$ cat src/rtl/sfir_pkg.sv
// Shared constants for the symmetric FIR pipeline.
// Assumes an even tap count folded into pairs by pre-adders.
package sfir_pkg;
    localparam int NUM_TAPS    = 8;
    localparam int NUM_PAIRS   = NUM_TAPS / 2;
    // register stages after the tap line: pre-add, product, half sum, output
    localparam int POST_STAGES = 4;
endpackage

$ cat src/rtl/sfir_tapline.sv
// Input register stage and tap delay line.
// Captures sample and weights together; shifts the sample toward the last tap.
// Assumes one new sample on every clock edge.
module sfir_tapline #(
    parameter int DATA_W = 16,
    parameter int COEF_W = 16,
    parameter int TAPS   = sfir_pkg::NUM_TAPS,
    localparam int PAIRS = TAPS / 2
) (
    input  logic                     clk,
    input  logic                     rst_n,
    input  logic signed [DATA_W-1:0] smp_in,
    input  logic signed [COEF_W-1:0] coef_in [PAIRS],
    output logic signed [DATA_W-1:0] tap_q   [TAPS],
    output logic signed [COEF_W-1:0] coef_q  [PAIRS]
);
    logic signed [DATA_W-1:0] smp_q;
    logic [4:0]               age_q;

    // input register: sample and weights captured on the same edge
    always_ff @(posedge clk) begin
        if (!rst_n) smp_q <= '0;
        else        smp_q <= smp_in;
    end

    for (genvar c = 0; c < PAIRS; c++) begin : g_coef
        // weight input register for pair c
        always_ff @(posedge clk) begin
            if (!rst_n) coef_q[c] <= '0;
            else        coef_q[c] <= coef_in[c];
        end
    end

    for (genvar t = 0; t < TAPS; t++) begin : g_tap
        if (t == 0) begin : g_head
            // first tap takes the registered sample
            always_ff @(posedge clk) begin
                if (!rst_n) tap_q[t] <= '0;
                else        tap_q[t] <= smp_q;
            end
        end else begin : g_body
            // later taps take their neighbour toward the head
            always_ff @(posedge clk) begin
                if (!rst_n) tap_q[t] <= '0;
                else        tap_q[t] <= tap_q[t-1];
            end
        end
    end

    // edges since reset, saturating, for the checks below
    always_ff @(posedge clk) begin
        if (!rst_n)              age_q <= '0;
        else if (age_q != 5'h1f) age_q <= age_q + 5'd1;
    end


    tail_chk: assert property (@(posedge clk) disable iff (!rst_n)
        (age_q >= 5'd8) |-> (tap_q[TAPS-1] == $past(smp_q, 8)));
endmodule

$ cat src/rtl/sfir_preadd.sv
// Symmetric fold: adds each tap to its mirror tap, one bit wider.
// Forwards the weights by one stage to keep them aligned with the sums.
module sfir_preadd #(
    parameter int DATA_W = 16,
    parameter int COEF_W = 16,
    parameter int TAPS   = sfir_pkg::NUM_TAPS,
    localparam int PAIRS = TAPS / 2,
    localparam int PRE_W = DATA_W + 1
) (
    input  logic                     clk,
    input  logic                     rst_n,
    input  logic signed [DATA_W-1:0] tap_in  [TAPS],
    input  logic signed [COEF_W-1:0] coef_in [PAIRS],
    output logic signed [PRE_W-1:0]  sum_q   [PAIRS],
    output logic signed [COEF_W-1:0] coef_q  [PAIRS]
);
    logic live_q;

    // marks that the previous edge was outside reset
    always_ff @(posedge clk) begin
        if (!rst_n) live_q <= 1'b0;
        else        live_q <= 1'b1;
    end

    for (genvar g = 0; g < PAIRS; g++) begin : g_pair
        // mirror-pair sum with one bit of growth
        always_ff @(posedge clk) begin
            if (!rst_n) sum_q[g] <= '0;
            else        sum_q[g] <= PRE_W'(tap_in[g]) + PRE_W'(tap_in[TAPS-1-g]);
        end

        // weight delay matching the pre-add stage
        always_ff @(posedge clk) begin
            if (!rst_n) coef_q[g] <= '0;
            else        coef_q[g] <= coef_in[g];
        end


        pre_sign_chk: assert property (@(posedge clk) disable iff (!rst_n)
            (live_q && $past(tap_in[g][DATA_W-1]) && $past(tap_in[TAPS-1-g][DATA_W-1]))
            |-> sum_q[g][PRE_W-1]);
    end
endmodule

$ cat src/rtl/sfir_mult.sv
// Registered multiply stage, one product per folded pair.
// Each multiply has registers on both sides to fit a hardware multiplier.
module sfir_mult #(
    parameter int PRE_W  = 17,
    parameter int COEF_W = 16,
    parameter int PAIRS  = sfir_pkg::NUM_PAIRS,
    localparam int PROD_W = PRE_W + COEF_W
) (
    input  logic                     clk,
    input  logic                     rst_n,
    input  logic signed [PRE_W-1:0]  sum_in  [PAIRS],
    input  logic signed [COEF_W-1:0] coef_in [PAIRS],
    output logic signed [PROD_W-1:0] prod_q  [PAIRS]
);
    logic live_q;

    // marks that the previous edge was outside reset
    always_ff @(posedge clk) begin
        if (!rst_n) live_q <= 1'b0;
        else        live_q <= 1'b1;
    end

    for (genvar g = 0; g < PAIRS; g++) begin : g_mul
        // full-width signed product register
        always_ff @(posedge clk) begin
            if (!rst_n) prod_q[g] <= '0;
            else        prod_q[g] <= PROD_W'(sum_in[g]) * PROD_W'(coef_in[g]);
        end


        zero_coef_chk: assert property (@(posedge clk) disable iff (!rst_n)
            (live_q && ($past(coef_in[g]) == '0)) |-> (prod_q[g] == '0));
    end
endmodule

$ cat src/rtl/sfir_addtree.sv
// Two-level registered adder tree for the four products.
// Each level grows by one bit; no rounding.
module sfir_addtree #(
    parameter int PROD_W = 33,
    parameter int PAIRS  = sfir_pkg::NUM_PAIRS,
    localparam int HALVES = PAIRS / 2,
    localparam int HALF_W = PROD_W + 1,
    localparam int OUT_W  = PROD_W + 2
) (
    input  logic                     clk,
    input  logic                     rst_n,
    input  logic signed [PROD_W-1:0] prod_in [PAIRS],
    output logic signed [OUT_W-1:0]  sum_q
);
    logic signed [HALF_W-1:0] half_q [HALVES];

    for (genvar g = 0; g < HALVES; g++) begin : g_lvl1
        // first level: adjacent product pairs
        always_ff @(posedge clk) begin
            if (!rst_n) half_q[g] <= '0;
            else        half_q[g] <= HALF_W'(prod_in[2*g]) + HALF_W'(prod_in[2*g+1]);
        end
    end

    // second level: final sum into the output register
    always_ff @(posedge clk) begin
        if (!rst_n) sum_q <= '0;
        else        sum_q <= OUT_W'(half_q[0]) + OUT_W'(half_q[1]);
    end
endmodule

$ cat src/rtl/sfir_delay.sv
// Plain register chain used to balance the side output against the datapath.
module sfir_delay #(
    parameter int W     = 16,
    parameter int DEPTH = sfir_pkg::POST_STAGES
) (
    input  logic         clk,
    input  logic         rst_n,
    input  logic [W-1:0] d_in,
    output logic [W-1:0] d_out
);
    logic [W-1:0] stage_q [DEPTH];

    for (genvar s = 0; s < DEPTH; s++) begin : g_stage
        if (s == 0) begin : g_first
            // first balance register
            always_ff @(posedge clk) begin
                if (!rst_n) stage_q[s] <= '0;
                else        stage_q[s] <= d_in;
            end
        end else begin : g_next
            // following balance registers
            always_ff @(posedge clk) begin
                if (!rst_n) stage_q[s] <= '0;
                else        stage_q[s] <= stage_q[s-1];
            end
        end
    end

    assign d_out = stage_q[DEPTH-1];
endmodule

$ cat src/rtl/sfir_pipe.sv
// Top of the pipelined symmetric eight-tap FIR.
// Stages: input capture, tap line, pre-add, product, half sum, output.
// The side output is delayed to line up with the filtered result.
module sfir_pipe #(
    parameter int DATA_W = 16,
    parameter int COEF_W = 16,
    localparam int PAIRS  = sfir_pkg::NUM_PAIRS,
    localparam int TAPS   = sfir_pkg::NUM_TAPS,
    localparam int PRE_W  = DATA_W + 1,
    localparam int PROD_W = PRE_W + COEF_W,
    localparam int OUT_W  = PROD_W + 2
) (
    input  logic                     clk,
    input  logic                     rst_n,
    input  logic signed [DATA_W-1:0] smp_in,
    input  logic signed [COEF_W-1:0] coef0,
    input  logic signed [COEF_W-1:0] coef1,
    input  logic signed [COEF_W-1:0] coef2,
    input  logic signed [COEF_W-1:0] coef3,
    output logic signed [OUT_W-1:0]  y_out,
    output logic signed [DATA_W-1:0] smp_tail
);
    logic signed [COEF_W-1:0] coef_in  [PAIRS];
    logic signed [DATA_W-1:0] tap      [TAPS];
    logic signed [COEF_W-1:0] coef_s1  [PAIRS];
    logic signed [PRE_W-1:0]  pre_sum  [PAIRS];
    logic signed [COEF_W-1:0] coef_s2  [PAIRS];
    logic signed [PROD_W-1:0] prod     [PAIRS];
    logic [DATA_W-1:0]        tail_bal;
    logic [4:0]               age_q;
    logic [2:0]               zrun_q;

    assign coef_in[0] = coef0;
    assign coef_in[1] = coef1;
    assign coef_in[2] = coef2;
    assign coef_in[3] = coef3;

    sfir_tapline #(.DATA_W(DATA_W), .COEF_W(COEF_W), .TAPS(TAPS)) u_tapline (
        .clk(clk), .rst_n(rst_n), .smp_in(smp_in), .coef_in(coef_in),
        .tap_q(tap), .coef_q(coef_s1)
    );

    sfir_preadd #(.DATA_W(DATA_W), .COEF_W(COEF_W), .TAPS(TAPS)) u_preadd (
        .clk(clk), .rst_n(rst_n), .tap_in(tap), .coef_in(coef_s1),
        .sum_q(pre_sum), .coef_q(coef_s2)
    );

    sfir_mult #(.PRE_W(PRE_W), .COEF_W(COEF_W), .PAIRS(PAIRS)) u_mult (
        .clk(clk), .rst_n(rst_n), .sum_in(pre_sum), .coef_in(coef_s2),
        .prod_q(prod)
    );

    sfir_addtree #(.PROD_W(PROD_W), .PAIRS(PAIRS)) u_addtree (
        .clk(clk), .rst_n(rst_n), .prod_in(prod), .sum_q(y_out)
    );

    sfir_delay #(.W(DATA_W), .DEPTH(sfir_pkg::POST_STAGES)) u_tail_bal (
        .clk(clk), .rst_n(rst_n), .d_in(tap[TAPS-1]), .d_out(tail_bal)
    );

    assign smp_tail = $signed(tail_bal);

    // edges since reset, saturating, for the checks below
    always_ff @(posedge clk) begin
        if (!rst_n)              age_q <= '0;
        else if (age_q != 5'h1f) age_q <= age_q + 5'd1;
    end

    // consecutive edges with all weights zero, saturating
    always_ff @(posedge clk) begin
        if (!rst_n)
            zrun_q <= '0;
        else if ((coef0 | coef1 | coef2 | coef3) != '0)
            zrun_q <= '0;
        else if (zrun_q != 3'd7)
            zrun_q <= zrun_q + 3'd1;
    end


    reset_zero_chk: assert property (@(posedge clk) disable iff (!rst_n)
        (age_q == 5'd0) |-> (y_out == '0 && smp_tail == '0));


    side_align_chk: assert property (@(posedge clk) disable iff (!rst_n)
        (age_q >= 5'd13) |-> (smp_tail == $past(smp_in, 13)));


    zero_out_chk: assert property (@(posedge clk) disable iff (!rst_n)
        (zrun_q >= 3'd5) |-> (y_out == '0));
endmodule

$ cat config.mk
export PLATFORM = sky130hd
export DESIGN_NAME = sfir_pipe
export DESIGN_NICKNAME = d
export VERILOG_FILES = /design/src/rtl/sfir_pkg.sv /design/src/rtl/sfir_tapline.sv /design/src/rtl/sfir_preadd.sv /design/src/rtl/sfir_mult.sv /design/src/rtl/sfir_addtree.sv /design/src/rtl/sfir_delay.sv /design/src/rtl/sfir_pipe.sv
export SDC_FILE = /design/constraint.sdc
export NUM_CORES = 2
export LEC_CHECK = 0
export ABC_CLOCK_PERIOD_IN_PS = 13200
export CAP_MARGIN = 25
export CORE_AREA = 8 8 369 371
export DETAILED_ROUTE_END_ITERATION = 16
export DIE_AREA = 0 0 377 379
export DONT_BUFFER_PORTS = 1
export PLACE_DENSITY = 0.71
export RECOVER_POWER = 100
export SLEW_MARGIN = 20
export SYNTH_ARGS = -nofsm -noshare
export SYNTH_HDL_FRONTEND = slang
export SYNTH_SLANG_ARGS = --single-unit
$ cat constraint.sdc
create_clock -name clk -period 13.2 [get_ports clk]
set_clock_uncertainty 0.1 [all_clocks]
set_input_delay 2.64 -clock clk [delete_from_list [all_inputs] [get_ports clk]]
set_output_delay 2.64 -clock clk [all_outputs]
set_load 0.01 [all_outputs]
Word-level counts from Yosys, hierarchy flattened
Memory sizes are Yosys's and may differ from the RTL's.
Cells that the tools add are included.
W data, S select, Z words.
{"block": "word_totals", "ff_bits": 507, "output_inout_bits": 51, "ram_bits": 132, "in_bits": 82, "n_memories": 2, "wordCells": 53}
{"block": "op_classes", "mul": 4, "n_bitwise": 6, "add_sub_neg": 7, "muxes": 8}
{"memory": "u_addtree.half_q", "depth": 2, "width": 34, "rd": 2, "rd_ports_with_merged_regs": 0, "wr": 2, "line": "sfir_addtree.sv:15", "text": "logic signed [HALF_W-1:0] half_q [HALVES];"}
{"memory": "u_tail_bal.stage_q", "depth": 4, "width": 16, "rd": 4, "rd_ports_with_merged_regs": 0, "wr": 4, "line": "sfir_delay.sv:11", "text": "logic [W-1:0] stage_q [DEPTH];"}
{"cell": "$mul A17 B16 Y33", "n": 4}
{"cell": "$add A16 B16 Y17", "n": 4}
{"cell": "$add A33 B33 Y34", "n": 2}
{"cell": "$mux W34", "n": 2}
{"cell": "$mux W16", "n": 4}
{"cell": "$add A34 B34 Y35", "n": 1}
{"cell": "$or A1 B1 Y1", "n": 6}
{"cell": "$mux W1", "n": 2}

Longest topological paths before layout
{"block": "depth", "depth_word": 2, "mapped_depth": 26, "depth_no_buf": 25}

Cells and area by module
From an unflattened synthesis, not the netlist that was laid out.
{"block": "unflattened", "hier_cells": 7040, "hier_area_um2": 66249.8}
{"mod": "sfir_mult", "area_per_inst_um2": 44405.1, "seq_area_each_um2": 2642.5, "cells_per_inst": 4812, "n_inst": 1}
{"mod": "sfir_addtree", "area_per_inst_um2": 7847.5, "seq_area_each_um2": 2062.0, "cells_per_inst": 965, "n_inst": 1}
{"mod": "sfir_preadd", "area_per_inst_um2": 6407.4, "seq_area_each_um2": 2642.5, "cells_per_inst": 674, "n_inst": 1}
{"mod": "sfir_tapline", "area_per_inst_um2": 5677.9, "seq_area_each_um2": 4164.0, "cells_per_inst": 439, "n_inst": 1}
{"mod": "sfir_delay", "area_per_inst_um2": 1911.8, "seq_area_each_um2": 1281.2, "cells_per_inst": 150, "n_inst": 1}

Least setup slack after synthesis
No wires, ideal clock.
{"block": "synth_path", "path_kind": "flip-flop to flip-flop", "start": "reg u_preadd.coef_q[7] (netlist bit)", "end": "reg u_mult.prod_q[32] (netlist bit)", "n_path_buf": 2, "path_slack_ps": 6920, "t_required_ps": 12979, "arrival_ps": 6059, "setup_ps": 121, "period_less_slack_ps": 6280, "stages_incl_launch_ff": 25, "path_cell_list": "dfxtp_1 clkbuf_1 clkbuf_1 nand2_1 fa_1 inv_1 fa_1 inv_1 fa_1 inv_1 fa_1 fa_1 inv_1 fa_1 inv_1 ha_1 o21a_1 o21ai_0 o31ai_4 a31oi_4 o21ai_2 o21a_1 nor2_1 o21a_1 mux2_4"}
{"block": "synth_between", "elab_chain_len": 1}
{"item": "start: declaration", "line": "sfir_preadd.sv:15", "text": "output logic signed [COEF_W-1:0] coef_q [PAIRS]"}
{"item": "start signal: indexed assignment", "line": "sfir_preadd.sv:35", "text": "else coef_q[g] <= coef_in[g];"}
{"item": "$mul A17 B16 Y33", "line": "sfir_mult.sv:27", "text": "else prod_q[g] <= PROD_W'(sum_in[g]) * PROD_W'(coef_in[g]);"}
{"item": "end signal: indexed assignment", "line": "sfir_mult.sv:27"}
{"item": "end: declaration", "line": "sfir_mult.sv:13", "text": "output logic signed [PROD_W-1:0] prod_q [PAIRS]"}
Every way passes these cells.
A chain may end at the register's enable or synchronous reset.

Worst setup path in the final report
{"block": "layout_path", "start": "in rst_n", "end": "reg u_addtree.sum_q[9]"}
{"item": "start: declaration", "line": "sfir_pipe.sv:14", "text": "input logic rst_n,"}
{"item": "end signal: assignment", "line": "sfir_addtree.sv:28", "text": "else sum_q <= OUT_W'(half_q[0]) + OUT_W'(half_q[1]);"}
{"item": "end: declaration", "line": "sfir_addtree.sv:13", "text": "output logic signed [OUT_W-1:0] sum_q"}
No word-level cell between the ends.

==> reports/summary.md <==
### Outcome
* run status: finished with violations
* violations in the final reports: max-capacitance violations, max-slew violations

### GRT
* first-pass GRT wire length: 250000 um
* pin count of the biggest net entering global routing: 423
* busiest layer in global routing: met2
* via count of the first global-routing pass: 47.3k
* sum of overflow across all layers after global routing: 0
* number of antenna violations at the first check in global routing: 5
* met1 usage in global routing: 27.9%
* global routing met3 resource utilization: 2.94%
* met2 Track Usage GR: 37.0%
* all-layer global routing usage: 21.8%

### Job
* max_cap viols: 3

### CTS
* cell chosen for the clock root: clkbuf_16
* cts bufs inserted: 74
* maximum clock path buffer count: 3
* post-cts hold buffer count: 0
* Skew-Pair Late Insertion Delay: 0.67 ns
* number of sinks handled by clock tree synthesis: 639
* deepest level of the CTS H-tree: 3
* clk slew on worst S/H paths: 0.06 ns
* count of instances resized after the clock tree is built: 0
* TritonCTS clock tree: yes
* setup fix buffers added after clock tree synthesis: 0

### Synth
* count of mapped cells out of synthesis: 6832
* number of nets in the synthesized netlist: 8525
* Synth Register Bits: 639
* async set-or-reset flop fraction in the synthesized netlist: 0%
* main flop type after synthesis: dfxtp_1
* Mean Syn Cell Area: 9.47 um^2
* count of warnings emitted by yosys: 0
* share of synthesized area occupied by flip-flops and latches: 19.8%
* Netlist Area Pre-Place: 0.0647 mm^2
* number of enable flip-flop cells after synthesis: 0
* distinct cell type count of the synthesized netlist: 82

### Critical path
* largest fanout on the critical path: 422
* required time at the endpoint of the critical path: 13.56 ns
* critical path capture point type: flip-flop
* nature of the critical path startpoint: input pin
* kind of cell with the highest combined delay on the critical path: buffers and inverters
* CP arrival: 8.89 ns
* kind of critical path: in -> reg
* ordered list of cells on the worst path: clkinvlp_2 -> clkbuf_1 -> nor3b_1
* logic depth of the worst register-to-register path: 22
* Worst path slowest cell: clkinvlp_2
* CP max stage delay: 2.90 ns
* buffers plus inverters on the worst setup path: 2
* count of cell instances traversed by the critical path: 3

### Route
* wire length reported by the detailed router: 153000 um
* DRT Pass-1 Iters: 8
* Via Count: 44.6k
* count of nets left with antenna violations after detail routing: 0
* wire length per cell after detailed routing: 18.0 um
* residual DRC count: 0
* post-detailed-route via-to-cell ratio: 5.25
* detailed router's first-iteration violation count: 2524

### Die
* initial core utilization: 49.6%
* total I/O pin count: 133
* core region area: 0.130 mm^2
* Die Footprint: 0.143 mm^2
* horizontal die dimension: 377 um
* Std-Cell Rows: 133
* Chip Height: 379 um

### Finish
* net total in the final layout: 8379
* share of post-route cells with drive strength above 1: 2.62%
* post-layout utilization of the core: 52.6%
* Area growth, synth to finish: 6.03%

### Place
* HPWL Detailed: 123000 um
* port bufs: 0
* routability-driven placement congestion ratio: 0.899

### Power
* power per unit of standard cell area: 69.2 mW/mm^2
* Leakage Power: 34.6 nW
* IR Drop Worst-Case VDD: 0.0973 mV

### STA
* summed negative setup slack over all endpoints: 0 ns
* highest achievable clock rate: 0.117 GHz
* Worst Tran Pin Value: 3.73 ns
* Max Slew Vio Count: 251
* worst slew margin relative to its limit: -150%
* final setup violation count: 0
* final hold violation count: 0
* minimum clock period: 8.53 ns
* final worst-path cycle share: 64.6%
* setup repair after global routing missed its margin: no

### Hold path
* worst hold path type: reg -> reg
* Cells on Worst Hold Path: 1

## cell usage in the layout (no fill, tap or decap), types with 13 or more instances in the layout
| cell | Yosys | routed |
|---|---|---|
| inv_1 | 1249 | 1248 |
| fa_1 | 1111 | 1111 |
| and2_1 | 891 | 759 |
| dfxtp_1 | 639 | 639 |
| nand2_1 | 619 | 619 |
| ha_1 | 500 | 500 |
| nor2_1 | 367 | 367 |
| a21oi_1 | 199 | 201 |
| xnor2_1 | 137 | 137 |
| and2_0 | 0 | 132 |
| a21o_1 | 108 | 108 |
| o21ai_0 | 99 | 106 |
| xor2_1 | 104 | 104 |
| clkbuf_16 | 0 | 76 |
| nand2b_1 | 61 | 61 |
| nor3_1 | 56 | 56 |
| nand3_1 | 44 | 44 |
| o21ai_1 | 44 | 38 |
| nor2b_1 | 36 | 36 |
| o21a_1 | 33 | 33 |
| and3_1 | 32 | 32 |
| a211oi_1 | 28 | 30 |
| o21bai_1 | 25 | 25 |
| a31oi_1 | 20 | 21 |
| nand4_1 | 18 | 18 |
| o211ai_1 | 14 | 16 |
| or3_1 | 15 | 15 |
| clkbuf_1 | 223 | 13 |
## per-layer routing
metal	up-vias	part of all wire [%]
met4	0	5.0
met1	22410	41
met5	-	0
met3	377	5.4
li1	20558	-
met2	1256	49
## area by class of cell
type                    count  area [um^2]
inverters                1249         4690
fillers                 11803        61800
flip-flops and latches    639        12800
multi-input cells        4714        46200
well taps                1755         2200
diodes                      1         2.50
clock buffers              94         2040
clock inverters            43          598
repair buffers              8         52.6
## where the power goes
part / switching (mW) / leakage (nW) / internal, mW / total, mW
logic: 0.266 / 28.1 / 0.186 / 0.452
clock network: 0.875 / 1.29 / 1.33 / 2.20
registers: 0.0967 / 5.20 / 2.00 / 2.09
## synth_stat cells, drive strengths merged, types with 5 or more instances
| master | count | area (um^2) |
|---|---|---|
| and3 | 32 | 200 |
| dfxtp | 639 | 12800 |
| nand3 | 44 | 220 |
| nand4 | 18 | 113 |
| o31a | 6 | 62.6 |
| o21bai | 25 | 188 |
| inv | 1249 | 4690 |
| xor2 | 104 | 911 |
| o31ai | 7 | 81.3 |
| ha | 500 | 6260 |
| o211ai | 18 | 155 |
| and2 | 891 | 5570 |
| nand2b | 61 | 382 |
| buf | 7 | 26.3 |
| o21a | 33 | 248 |
| a31oi | 25 | 223 |
| or3 | 16 | 105 |
| nor3 | 56 | 280 |
| nor3b | 9 | 67.6 |
| a211o | 6 | 52.6 |
| fa | 1111 | 22200 |
| a211oi | 37 | 330 |
| xnor2 | 137 | 1200 |
| o41ai | 9 | 124 |
| clkbuf | 223 | 837 |
| nor4 | 8 | 50.1 |
| a2111oi | 12 | 124 |
| nor2 | 368 | 1380 |
| or2 | 7 | 43.8 |
| a21oi | 202 | 1030 |
| a21boi | 7 | 52.6 |
| a41o | 7 | 70.1 |
| a31o | 5 | 43.8 |
| nor2b | 36 | 225 |
| a21o | 108 | 811 |
| o21ai | 146 | 742 |
| nand2 | 619 | 2320 |
| a2111o | 6 | 67.6 |
## kinds of logic after synthesis
group / count (synthesis) / share of synthesized area, %
and+or+nand+nor: 2171 / 17.0
xor gates and xnor gates: 241 / 3.26
muxes: 4 / 0.0696
AOI/OAI and AO/OA: 687 / 7.27
DFF: 639 / 19.8
adders and majority gates: 1611 / 44.0
buffers and inverters: 1479 / 8.58
## through the flow
step	instance area (um^2)	hold slack (ns)	total power, mW	setup slack [ns]	instances
2_1_floorplan	64700	0.312	2.44	6.92	6832
3_3_place_gp	66100	0.314	2.58	6.39	8365
3_5_place_dp	66100	0.317	2.58	6.30	8365
4_1_cts	68800	0.329	4.81	6.30	8502
5_1_grt	68600	0.337	4.95	4.28	8502
6_report	68600	0.327	4.75	4.67	8503
## final timing paths
kind,start,endpoint,slack [ns]
setup / recovery,rst_n,u_addtree.sum_q[9]$_SDFF_PN0_,4.67
hold / removal,u_tapline.coef_q[12]$_SDFF_PN0_,u_preadd.coef_q[12]$_SDFF_PN0_,0.33
setup reg to reg,u_preadd.coef_q[7]$_SDFF_PN0_,u_mult.prod_q[32]$_SDFF_PN0_,6.05
hold reg to reg,u_tapline.coef_q[12]$_SDFF_PN0_,u_preadd.coef_q[12]$_SDFF_PN0_,0.33
## sequential cells by signal, summed over array words and instances (netlist names)
signal	count
u_addtree.half_q	68
u_addtree.sum_q	35
u_mult.prod_q	132
u_preadd.coef_q	64
u_preadd.sum_q	68
u_tail_bal.stage_q	64
u_tapline.coef_q	64
u_tapline.smp_q	16
u_tapline.tap_q	128
## worst reg2reg max path, delay by kind of cell (launching register included)
family / cells / cell delay [ns]
adders and majority gates: 7 / 3.32
and+or+nand+nor: 3 / 0.72
AOI/OAI and AO/OA: 6 / 1.54
muxes: 1 / 0.32
DFF: 1 / 0.77
buffers and inverters: 5 / 0.26
(Power assumes the default switching activity.)
